File: config.mk
export PLATFORM = sky130hd
export DESIGN_NAME = ea_sequencer
export DESIGN_NICKNAME = d
export VERILOG_FILES = /design/src/rtl/ea_seq_pkg.sv /design/src/rtl/ea_seq_ctrl.sv /design/src/rtl/ea_seq_pc.sv /design/src/rtl/ea_seq_adder.sv /design/src/rtl/ea_seq_mar.sv /design/src/rtl/ea_sequencer.sv
export SDC_FILE = /design/constraint.sdc
export NUM_CORES = 1
export LEC_CHECK = 0
export ABC_CLOCK_PERIOD_IN_PS = 1700
export BUFFER_PORTS_ARGS = -buffer_cell sky130_fd_sc_hd__buf_2
export CAP_MARGIN = 20
export CORE_MARGIN = 1.5
export CORE_UTILIZATION = 53
export DETAILED_ROUTE_END_ITERATION = 8
export GPL_TIMING_DRIVEN = 0
export PLACE_DENSITY = 0.88
export SYNTH_ARGS = -nofsm -noshare
export SYNTH_HDL_FRONTEND = slang
export SYNTH_SLANG_ARGS = --single-unit
File: constraint.sdc
create_clock -name clk -period 1.7 [get_ports clk]
set_input_delay 0.34 -clock clk [delete_from_list [all_inputs] [get_ports clk]]
set_output_delay 0.34 -clock clk [all_outputs]
set_load 0.03 [all_outputs]
File: src/rtl/ea_seq_pkg.sv
package ea_seq_pkg;

  typedef enum logic [2:0] {
    AM_IMM  = 3'd0,
    AM_DIR  = 3'd1,
    AM_EXT  = 3'd2,
    AM_IX0  = 3'd3,
    AM_IX1  = 3'd4,
    AM_IX2  = 3'd5,
    AM_REL  = 3'd6,
    AM_NONE = 3'd7
  } am_e;

  typedef enum logic [2:0] {
    S_IDLE = 3'd0,
    S_HI   = 3'd1,
    S_LO   = 3'd2,
    S_ADD  = 3'd3,
    S_DONE = 3'd4
  } st_e;

  // First step taken after a start is accepted
  function automatic st_e first_step(input am_e m);
    case (m)
      AM_EXT, AM_IX2:                  first_step = S_HI;
      AM_IMM, AM_DIR, AM_IX1, AM_REL:  first_step = S_LO;
      AM_IX0:                          first_step = S_ADD;
      default:                         first_step = S_DONE;
    endcase
  endfunction

  // Whether an add step follows the last operand byte
  function automatic logic needs_add(input am_e m);
    needs_add = (m == AM_IX1) || (m == AM_IX2) || (m == AM_REL);
  endfunction

endpackage

File: src/rtl/ea_seq_ctrl.sv
module ea_seq_ctrl
  import ea_seq_pkg::*;
(
  input  logic clk,
  input  logic rst_n,
  input  logic start_i,
  input  am_e  mode_i,
  output st_e  st_q,
  output am_e  mode_q,
  output logic accept_o,
  output logic fetch_hi_o,
  output logic fetch_lo_o,
  output logic add_o,
  output logic done_o
);

  st_e st_d;
  am_e mode_d;

  assign accept_o   = (st_q == S_IDLE) && start_i;
  assign fetch_hi_o = (st_q == S_HI);
  assign fetch_lo_o = (st_q == S_LO);
  assign add_o      = (st_q == S_ADD);
  assign done_o     = (st_q == S_DONE);

  always_comb begin
    st_d   = st_q;
    mode_d = mode_q;
    case (st_q)
      S_IDLE: begin
        if (start_i) begin
          mode_d = mode_i;
          st_d   = first_step(mode_i);
        end
      end
      S_HI:   st_d = S_LO;
      S_LO:   st_d = needs_add(mode_q) ? S_ADD : S_DONE;
      S_ADD:  st_d = S_DONE;
      S_DONE: st_d = S_IDLE;
      default: st_d = S_IDLE;
    endcase
  end

  always_ff @(posedge clk or negedge rst_n) begin
    if (!rst_n) begin
      st_q   <= S_IDLE;
      mode_q <= AM_IMM;
    end else begin
      st_q <= st_d;
      if (accept_o) mode_q <= mode_d;
    end
  end

endmodule

File: src/rtl/ea_seq_pc.sv
module ea_seq_pc #(
  parameter int ADDR_W = 13
) (
  input  logic              clk,
  input  logic              rst_n,
  input  logic              ld_i,
  input  logic [ADDR_W-1:0] ld_val_i,
  input  logic              inc_i,
  output logic [ADDR_W-1:0] pc_q
);

  logic              pc_en;
  logic [ADDR_W-1:0] pc_d;

  assign pc_en = ld_i || inc_i;

  always_comb begin
    if (ld_i) pc_d = ld_val_i;
    else      pc_d = pc_q + {{(ADDR_W-1){1'b0}}, 1'b1};
  end

  always_ff @(posedge clk or negedge rst_n) begin
    if (!rst_n)     pc_q <= '0;
    else if (pc_en) pc_q <= pc_d;
  end

endmodule

File: src/rtl/ea_seq_adder.sv
module ea_seq_adder #(
  parameter int ADDR_W = 13,
  parameter int DATA_W = 8
) (
  input  logic [ADDR_W-1:0] base_i,
  input  logic [DATA_W-1:0] x_i,
  input  logic [ADDR_W-1:0] pc_i,
  input  logic              sel_pc_i,
  output logic [ADDR_W-1:0] sum_o
);

  localparam int HI_W = ADDR_W - DATA_W;

  logic [ADDR_W-1:0] addend;

  generate
    if (HI_W > 0) begin : g_zext
      assign addend = sel_pc_i ? pc_i : {{HI_W{1'b0}}, x_i};
    end else begin : g_trunc
      assign addend = sel_pc_i ? pc_i : x_i[ADDR_W-1:0];
    end
  endgenerate

  // Carry beyond the address width is discarded
  assign sum_o = base_i + addend;

endmodule

File: src/rtl/ea_seq_mar.sv
module ea_seq_mar
  import ea_seq_pkg::*;
#(
  parameter int ADDR_W = 13,
  parameter int DATA_W = 8
) (
  input  logic              clk,
  input  logic              rst_n,
  input  logic              accept_i,
  input  logic [DATA_W-1:0] x_i,
  input  am_e               mode_q,
  input  logic              fetch_hi_i,
  input  logic              fetch_lo_i,
  input  logic              add_i,
  input  logic [DATA_W-1:0] rd_data_i,
  input  logic [ADDR_W-1:0] sum_i,
  output logic [ADDR_W-1:0] mar_q,
  output logic [DATA_W-1:0] x_q,
  output logic [DATA_W-1:0] imm_q
);

  localparam int HI_W = ADDR_W - DATA_W;

  logic [ADDR_W-1:0] mar_d;
  logic              mar_en;
  logic              imm_en;
  logic [ADDR_W-1:0] sext_off;

  assign sext_off = {{HI_W{rd_data_i[DATA_W-1]}}, rd_data_i};
  assign imm_en   = fetch_lo_i && (mode_q == AM_IMM);
  assign mar_en   = accept_i || fetch_hi_i || (fetch_lo_i && !imm_en) || add_i;

  always_comb begin
    mar_d = mar_q;
    if (accept_i) begin
      mar_d = '0;
    end else if (fetch_hi_i) begin
      mar_d[ADDR_W-1:DATA_W] = rd_data_i[HI_W-1:0];
    end else if (fetch_lo_i) begin
      if (mode_q == AM_REL) mar_d = sext_off;
      else                  mar_d[DATA_W-1:0] = rd_data_i;
    end else if (add_i) begin
      mar_d = sum_i;
    end
  end

  always_ff @(posedge clk or negedge rst_n) begin
    if (!rst_n) begin
      mar_q <= '0;
      x_q   <= '0;
      imm_q <= '0;
    end else begin
      if (mar_en)   mar_q <= mar_d;
      if (accept_i) x_q   <= x_i;
      if (imm_en)   imm_q <= rd_data_i;
    end
  end

endmodule

File: src/rtl/ea_sequencer.sv
module ea_sequencer
  import ea_seq_pkg::*;
#(
  parameter int ADDR_W = 13,
  parameter int DATA_W = 8
) (
  input  logic              clk,
  input  logic              rst_n,
  input  logic              start_i,
  input  logic [2:0]        mode_i,
  input  logic [DATA_W-1:0] x_i,
  input  logic              pc_ld_i,
  input  logic [ADDR_W-1:0] pc_ld_val_i,
  output logic              mem_rd_o,
  output logic [ADDR_W-1:0] mem_addr_o,
  input  logic [DATA_W-1:0] mem_data_i,
  output logic [ADDR_W-1:0] pc_o,
  output logic [ADDR_W-1:0] ea_o,
  output logic [DATA_W-1:0] data_o,
  output logic              busy_o,
  output logic              ready_o
);

  logic rst_meta_n;
  logic rst_sync_n;

  // Reset asserts at once and releases on the second clock edge
  always_ff @(posedge clk or negedge rst_n) begin
    if (!rst_n) begin
      rst_meta_n <= 1'b0;
      rst_sync_n <= 1'b0;
    end else begin
      rst_meta_n <= 1'b1;
      rst_sync_n <= rst_meta_n;
    end
  end

  st_e               st_q;
  am_e               mode_q;
  logic              accept;
  logic              fetch_hi;
  logic              fetch_lo;
  logic              add_step;
  logic              done;
  logic [ADDR_W-1:0] pc_q;
  logic [ADDR_W-1:0] mar_q;
  logic [DATA_W-1:0] x_q;
  logic [DATA_W-1:0] imm_q;
  logic [ADDR_W-1:0] sum;

  ea_seq_ctrl u_ctrl (
    .clk        (clk),
    .rst_n      (rst_sync_n),
    .start_i    (start_i),
    .mode_i     (am_e'(mode_i)),
    .st_q       (st_q),
    .mode_q     (mode_q),
    .accept_o   (accept),
    .fetch_hi_o (fetch_hi),
    .fetch_lo_o (fetch_lo),
    .add_o      (add_step),
    .done_o     (done)
  );

  ea_seq_pc #(.ADDR_W(ADDR_W)) u_pc (
    .clk      (clk),
    .rst_n    (rst_sync_n),
    .ld_i     (pc_ld_i),
    .ld_val_i (pc_ld_val_i),
    .inc_i    (fetch_hi || fetch_lo),
    .pc_q     (pc_q)
  );

  ea_seq_adder #(.ADDR_W(ADDR_W), .DATA_W(DATA_W)) u_add (
    .base_i   (mar_q),
    .x_i      (x_q),
    .pc_i     (pc_q),
    .sel_pc_i (mode_q == AM_REL),
    .sum_o    (sum)
  );

  ea_seq_mar #(.ADDR_W(ADDR_W), .DATA_W(DATA_W)) u_mar (
    .clk        (clk),
    .rst_n      (rst_sync_n),
    .accept_i   (accept),
    .x_i        (x_i),
    .mode_q     (mode_q),
    .fetch_hi_i (fetch_hi),
    .fetch_lo_i (fetch_lo),
    .add_i      (add_step),
    .rd_data_i  (mem_data_i),
    .sum_i      (sum),
    .mar_q      (mar_q),
    .x_q        (x_q),
    .imm_q      (imm_q)
  );

  assign mem_rd_o   = fetch_hi || fetch_lo;
  assign mem_addr_o = pc_q;
  assign pc_o       = pc_q;
  assign ea_o       = mar_q;
  assign data_o     = imm_q;
  assign busy_o     = (st_q != S_IDLE);
  assign ready_o    = done;

endmodule

==> run summary, run 1 <==
The run finished, with violations left. The checks that failed: setup timing. The number of flip-flops and latches in the synthesized netlist was 50; the number of optimization iterations in the first detailed-route pass was 6. The final critical-path setup slack was -0.970 ns; the data arrival time of the critical path was 2.87 ns.

The achievable clock frequency was 375 MHz; the number of setup violations in the final report was 15. The tools report the part of the Yosys area used for sequential elements as 40.4%. The max-slew violation total from the final report is 0, and the post-layout total power is 0.00927 W. The run gives 1240 uV as the largest vdd supply drop. Summed over all nets, the switching power comes to 0.00447 W. Registers take 1260 sq um. The count of yosys warnings during synthesis came out at 0. The total overflow left after global routing is 0. 0 antenna diodes ended up in the layout.

The area growth from synthesis to layout is 36.8%. Of all nets on the critical path, the largest fanout is 7. For met3 alone, demand over resource in global routing was 5.94%. In this run the horizontal extent of the chip is 79.4 um. The worst hold slack was 0.225 ns; the average vias per placed instance was 6.23. The top cell types in the final layout, fill and taps aside, are 82 x sky130_fd_sc_hd__buf_2, 54 x sky130_fd_sc_hd__nand2_1, 46 x sky130_fd_sc_hd__dfrtp_1. Summed over all layers, the routed wires come to 10200 um. The tools report the CTS H-tree depth as 2.

The clock network is responsible for 9.7% of the overall power. For the maximum number of pins on one net before global-route repair, the log shows 26. The number of antenna violations at the first check in global routing was 0. For the worst setup path, the data required time is 1.90 ns. Counting flops with a built-in enable in the synthesized netlist gives 0. The logs give 3088 for the number of global-route vias before repair and 3700 sq um for the total placed instance area. Global routing used 35.8% of the available met1 tracks. The congestion estimate from routability-driven global placement came to 0.866. The total via count in the routed design is 3276.

The number of DRC violations after detailed-routing iteration 0 was 411; the final hold violation count was 0. The floorplan has 27 rows. Final core utilization: 76.0%.

The power share of the combinational group was 67.2%; the routed wire length per instance was 19.4 um. Once layout is complete, the cells apart from fillers number 526. The min-delay analysis places its worst path in the category input pin to flop. The first global-routing pass estimated 14600 um of wire. The relative contribution of sequential cells to total power was 23.1%; the tightest slew margin relative to the limit was 59.8%. Synthesis instantiated 44 different standard cells from the library. Routing layer with the top usage in global route: met2. The critical path endpoint category is a flop. In the final layout, the multi-input gates occupy 1870 sq um. For the total internal power, the log shows 0.00479 W. The cell count after synthesis came out at 336. The share of final-layout standard cells stronger than drive strength 1 was 42.5%. The finished cells cover 4240 sq um. In this run the biggest area consumer among cell types represents 40.4% of the synthesized area.

The run gives 0 as the total DRC errors in the routed layout. The initial utilization of the core area, before any placement, comes to 55.5%. The critical path in this run is classified as flop to flop. The leading area contributor after synthesis is sky130_fd_sc_hd__dfrtp_1.

Clock transition at the registers of the reported paths: 0.10 ns. The clock buffer count from CTS was 5. Setup repair after global routing could not meet its margin everywhere. Max-cap violations in this run came to 0.

The region available for standard cell placement spans 5570 sq um. Number of input and output port buffers inserted: 85. Yosys attributes the largest share of cell area to sky130_fd_sc_hd__dfrtp_1 40%, sky130_fd_sc_hd__nand2_1 7.0%, sky130_fd_sc_hd__mux2_2 6.2%, sky130_fd_sc_hd__ha_1 5.7%, sky130_fd_sc_hd__o21ai_1 3.9%. The analysis attributes to cell leakage a power of 2.02 nW.

Total power per unit cell area: 2190 nW/um^2. The worst setup path is launched from a flop. Summed over all nets, the half-perimeter wirelength after detailed placement is 5940 um.

The die boundary height was 79.4 um. Counting flops with an async set or reset pin after synthesis yields a share of 100%. The most common cell after layout, fill and taps aside was sky130_fd_sc_hd__buf_2. The worst path uses 157% of the clock period. At the pin with the least slew margin, the transition time is 0.602 ns. The run gives 3100 sq um as the cell area after synthesis. In this run the deepest clock path goes through 2 buffers.

In this run the clock root is driven by a sky130_fd_sc_hd__clkbuf_8. Counting I/O delays and the setup requirement, the final critical path takes 2.67 ns. The run gives 0.0123 ns as the final setup skew. In the synthesized netlist the dominant register cell turns out to be sky130_fd_sc_hd__dfrtp_1. The clock insertion delay at the later pin of the skew report was 0.32 ns. The tools report the routing usage on met2 as 50.4%. The synthesized area divided by synthesized cell count is 9.21 sq um. The floorplan step defined a die boundary enclosing 6310 sq um. For this run, the post-layout net count is 504. Of the total power, the share spent switching nets is 48.3%.

The logs give 387 for the synthesized netlist net count and 349 for the filler cell count. In this run the count of I/O pins placed on the die edge is 86. In this run, placement finished with an instance count of 494.

CTS saw 50 sinks. TritonCTS built the clock tree. The antenna violation net count after detailed routing is 0.

The total track usage was 30.1%.
==> logic make-up after synthesis <==
logic type / count (synthesis) / share of synthesized area [%]
mux: 25 / 8.85
fa+ha+maj: 15 / 6.31
buf+inv: 31 / 5.70
flops: 50 / 40.4
xor+xnor: 23 / 6.51
compound gates: 75 / 14.6
other cells: 1 / 0.121
simple gates: 116 / 17.5
==> cell usage after synthesis (2+ instances only) <==
library cell               number
sky130_fd_sc_hd__o211ai_1       2
sky130_fd_sc_hd__o21a_1         3
sky130_fd_sc_hd__mux2i_1        6
sky130_fd_sc_hd__nor2_1        16
sky130_fd_sc_hd__o21ai_1       24
sky130_fd_sc_hd__xor2_1        13
sky130_fd_sc_hd__o21bai_1       2
sky130_fd_sc_hd__nand2b_1       3
sky130_fd_sc_hd__and3_1         2
sky130_fd_sc_hd__buf_2          9
sky130_fd_sc_hd__o21ai_0        7
sky130_fd_sc_hd__a31oi_1        3
sky130_fd_sc_hd__xnor2_1       10
sky130_fd_sc_hd__mux2_2        17
sky130_fd_sc_hd__clkbuf_1       4
sky130_fd_sc_hd__nand3_1       11
sky130_fd_sc_hd__nor2b_1        2
sky130_fd_sc_hd__buf_4         13
sky130_fd_sc_hd__and2_1         5
sky130_fd_sc_hd__inv_1          5
sky130_fd_sc_hd__nand3b_1       3
sky130_fd_sc_hd__a211oi_1       3
sky130_fd_sc_hd__mux2_1         2
sky130_fd_sc_hd__dfrtp_1       50
sky130_fd_sc_hd__nand2_1       58
sky130_fd_sc_hd__nor3_1         3
sky130_fd_sc_hd__and4_1         2
sky130_fd_sc_hd__a22oi_1        2
sky130_fd_sc_hd__a21o_1         3
sky130_fd_sc_hd__a21oi_1       17
sky130_fd_sc_hd__o31ai_1        4
sky130_fd_sc_hd__ha_1          14
sky130_fd_sc_hd__nand4_1        7
==> path summary, 6_finish.rpt <==
check                                      start              end  slack [ns]  cells after the start
worst max-delay path            u_ctrl.mode_q[1]  u_mar.mar_q[12]       -0.97                     13
worst min-delay path             pc_ld_val_i[11]    u_pc.pc_q[11]        0.22                      3
worst max register to register  u_ctrl.mode_q[1]  u_mar.mar_q[12]       -0.97                     13
worst min register to register        rst_sync_n     u_mar.x_q[1]        0.28                      0
max in group asynchronous             rst_sync_n   u_mar.mar_q[7]        0.87                      1
min in group asynchronous             rst_sync_n     u_mar.x_q[1]        0.28                      0
==> power by group through the flow <==
stage	sequential, W	clock [W]	combinational (W)
after floorplan	0.00249	0	0.00307
final	0.00214	0.000897	0.00623
after detailed placement	0.00206	0	0.00467
after global placement	0.00203	0	0.00447
after global routing	0.00218	0.000961	0.00660
after CTS	0.00204	0.000890	0.00551
==> layer usage <==
layer	routed length, um	vias up
met5	0	-
met4	726	0
met3	843	79
met2	4800	262
met1	3830	1541
li1	-	1394
==> metrics by stage <==
step,TNS (ns),worst slack (ns)
final,-9.37,-0.970
after global routing,-11.28,-1.07
after detailed placement,-8.47,-0.912
after CTS,-8.01,-0.870
after floorplan,-4.88,-0.663
after global placement,-22.16,-0.853
==> layout make-up <==
cell class,instances,area share [%]
multi-input combinational,255,44.2
sequential,50,29.7
timing repair buffer,111,15.8
buffer,25,5.02
tap,72,2.13
clock buffer,7,2.04
clock inverter,1,0.709
inverter,5,0.443
==> what timing repair did <==
item	CTS	global route
resized for setup	33	26
hold buffers	1	0
setup endpoints to repair	20	36
setup buffers	19	5
pin swaps	7	11
hold endpoints to repair	2	0
==> sequential cells by signal (all words and copies together), names as in the netlist <==
register / cells
rst_sync_n: 1
u_ctrl.st_q: 3
u_mar.mar_q: 13
u_ctrl.mode_q: 3
u_mar.x_q: 8
rst_meta_n: 1
u_mar.imm_q: 8
u_pc.pc_q: 13
==> worst max-delay path, cell delays in order, from the launching register on <==
cell	delay [ns]
sky130_fd_sc_hd__dfrtp_1	0.39
sky130_fd_sc_hd__nand2_2	0.09
sky130_fd_sc_hd__or2_1	0.24
sky130_fd_sc_hd__buf_6	0.15
sky130_fd_sc_hd__nand2_2	0.07
sky130_fd_sc_hd__nand2_2	0.07
sky130_fd_sc_hd__ha_4	0.17
sky130_fd_sc_hd__fa_2	0.36
sky130_fd_sc_hd__a21oi_2	0.18
sky130_fd_sc_hd__o211a_1	0.23
sky130_fd_sc_hd__nor2_2	0.08
sky130_fd_sc_hd__a221oi_2	0.30
sky130_fd_sc_hd__xnor2_1	0.15
sky130_fd_sc_hd__o21ai_1	0.08
Note: power is estimated with default switching activity, not from simulation.
==> run 2: changes to the inputs <==
- ABC_CLOCK_PERIOD_IN_PS: 1700 -> 2450
- CORE_UTILIZATION: 53 -> 48
- PLACE_DENSITY: 0.88 -> 0.84
- clock period: 1.7 -> 2.45 ns (I/O delays scaled with it)
==> run 2 against run 1 <==
The flow still finishes with violations (setup timing). Total power fell by 40%. Utilization fell by 13 points. Clock skew about the same. Maximum frequency is 8.0% higher. Cell area fell by 6.1%. Critical path depth down 1. Clock power decreased by 39%. Critical path type unchanged. Highest routed layer unchanged.
==> run summary, run 2 (synthesis results as in run 1) <==
For the number of global-route vias before repair, the log shows 2683. The tools report the max-slew violation total from the final report as 0. The smallest clock period supported by the final layout is computed as 2.47 ns. The logs give 6940 sq um for the floorplan die area and 3640 sq um for the total placed instance area. The run gives 705 uV as the largest vdd supply drop. TritonCTS built the clock tree. For the number of clock sinks seen by CTS, the log shows 50.

Wire length of the first global-routing pass: 12600 um. The number of buffers and inverters on the critical path is 0. After layout, the worst path uses 101% of the clock period.

The run gives 1.92 nW as the static power due to leakage. For the number of setup violations in the final report, the log shows 1. Setup total negative slack on the finished layout was measured at -0.0210 ns.

The critical path is of the flop to flop type. CTS built an H-tree with a depth of 2. Counting stages on the worst path, the most repeated cell is sky130_fd_sc_hd__nand2_4.

The floorplan step set the die height to 83.3 um. Setup repair after global routing could not meet its margin everywhere. The tools report the filler cell count as 502.

The number of DRC violations after detailed-routing iteration 0 came out at 193. Dividing total power by cell area gives a power density of 1400 nW/um^2. The top cell types in the final layout, fill and taps aside, are 93 x sky130_fd_sc_hd__buf_2, 54 x sky130_fd_sc_hd__nand2_1, 49 x sky130_fd_sc_hd__dfrtp_1.

The final critical-path setup slack is -0.0210 ns, and the total number of nets in the final design is 491. Global routing used 22.0% of the available tracks across all layers. STA puts the critical path data required time at 2.65 ns. STA classifies the critical path endpoint as a flop.

The site row count is 29. Once the floorplan was initialized, standard cells occupied 49.3% of the core. The detail route stage leaves a number of antenna-violating nets equal to 0.

The class of the tightest hold or removal check was flop to asynchronous set/reset pin. For this run, the top clock speed supported by timing is 405 MHz. Across the run, the number of max-cap violations was 0.

Pin placement for this block handled 86 I/O pins. The signal on the critical path passes through nand2_2 -> or2_4 -> nand2_4 -> nand2_4 -> ha_4 -> fa_2 -> a21oi_2 -> o211a_1 -> nor2_2 -> a221oi_2 -> xnor2_1 -> o21ai_1. The slew at the pin closest to its max-slew limit works out to 0.509 ns. For this run the aggregate overflow at the end of global routing stands at 0. Summing over every cut layer, the via total after detailed routing is 2870. After routing the design area is 3980 sq um.

The checks that failed: setup timing. Cell type of the slowest stage on the worst timing path: sky130_fd_sc_hd__dfrtp_1. The repair_antennas step left the layout with diodes totalling 0. STA puts the critical path data arrival time at 2.67 ns.

Cells with a size suffix above 1 make up 39.0% of the layout. The largest registers in the layout are u_mar.mar_q: 13 flops, u_pc.pc_q: 13 flops. The final layout contains routed wiring with a total length of 8020 um.

Relative to the synthesized area, the layout overhead comes to 28.4%. The logs give 0.0119 ns for the final setup skew and 29 for the maximum number of pins on one net before global-route repair. The most common cell after layout, fill and taps aside was sky130_fd_sc_hd__buf_2. The congestion estimate from routability-driven global placement came to 0.894.

The total half-perimeter wirelength after legalization and detailed placement is 5790 um. The largest incremental delay on the critical path works out to 0.38 ns. After detailed routing, the average wire length per cell comes to 15.5 um.

The longest clock path from root to sink contains 2 buffers. Headroom to the max-slew limit came out at 66.0%. The number of optimization iterations in the first detailed-route pass was 4. For the core area, the log shows 6280 sq um. CTS placed an instance of sky130_fd_sc_hd__clkbuf_8 at the clock tree root.

Grouping stages by cell kind, the critical path spends the most delay in compound AO/OA/AOI/OAI gates. The run finished, with violations left. For this run, design rule violations remaining after detail routing come to 0. Overall power consumption after layout is estimated at 0.00556 W. Along the worst path, the maximum fanout reaches 7. Average vias per placed instance: 5.54.

The run gives 0 as the final hold violation count. Measured along the x axis, the die boundary spans 83.3 um. The number of antenna violations at the first check in global routing was 0.

The final core utilization came out at 63.3%. STA classifies the critical path startpoint as a flop. The clock transition at the registers of the reported paths works out to 0.09 ns. During placement, the flow inserted port buffers numbering 85. Counting the buffers created by CTS gives 5. The clock insertion delay at the later pin of the skew report was 0.31 ns.
==> run 2: metrics by stage <==
| step | setup slack (ns) | hold WS [ns] | std cells |
|---|---|---|---|
| finish | -0.0210 | 0.242 | 518 |
| global route | -0.146 | 0.292 | 518 |
| floorplan | 0.0373 | 0.194 | 336 |
| CTS | -0.0441 | 0.261 | 516 |
| detailed placement | -0.464 | 0.253 | 499 |
| global placement | -0.393 | 0.275 | 498 |
==> run 2: timing repair <==
| action | 4_1_cts | 5_1_grt |
|---|---|---|
| gates resized for setup | 14 | 19 |
| hold buffers | 1 | 0 |
| hold endpoints to repair | 2 | 0 |
| pin swaps | 10 | 11 |
| setup buffers | 9 | 2 |
| endpoints found under the setup margin | 9 | 8 |
==> run 2: worst register-to-register path, delay by kind of cell (launching register included) <==
family                   cells  cell delay, ns
AO/OA/AOI/OAI                4            0.75
flip-flops                   1            0.38
AND/OR/NAND/NOR              5            0.57
XOR/XNOR                     1            0.15
adder cells (fa/ha/maj)      2            0.52
==> run 2: final timing paths <==
| kind | startpoint | endpoint | slack, ns | cells past startpoint |
|---|---|---|---|---|
| setup reg to reg | u_ctrl.mode_q[2] | u_mar.mar_q[12] | -0.02 | 12 |
| min in group clk | rst_meta_n | rst_sync_n | 0.36 | 0 |
| setup / recovery | u_ctrl.mode_q[2] | u_mar.mar_q[12] | -0.02 | 12 |
| hold / removal | rst_sync_n | u_pc.pc_q[4] | 0.24 | 0 |
| max in group asynchronous | rst_sync_n | u_mar.mar_q[7] | 1.67 | 1 |
| hold reg to reg | rst_sync_n | u_pc.pc_q[4] | 0.24 | 0 |
==> run 2: report_power, final <==
part           internal [W]  total [W]  switching [W]
combinational       0.00145    0.00358        0.00213
sequential          0.00113    0.00143       0.000291
clock              0.000259   0.000550       0.000290
total               0.00284    0.00556        0.00272
==> run 2: layout make-up <==
class / count / area (sq um) / area share (%)
clock buffers: 7 / 96.3 / 2.42
flip-flops and latches: 50 / 1250 / 31.5
clock inverters: 1 / 8.76 / 0.220
plain buffers: 25 / 163 / 4.09
multi-input cells: 255 / 1800 / 45.3
well taps: 77 / 96.3 / 2.42
repair buffers: 98 / 538 / 13.5
inverters: 5 / 18.8 / 0.472
==> run 2: metal layers <==
metal	part of all wire (%)	GRT usage, %	routed length (um)
met1	42	29.0	3380
met2	51	36.7	4050
met3	4.9	2.98	393
met4	2.4	8.79	193
met5	0	0	0
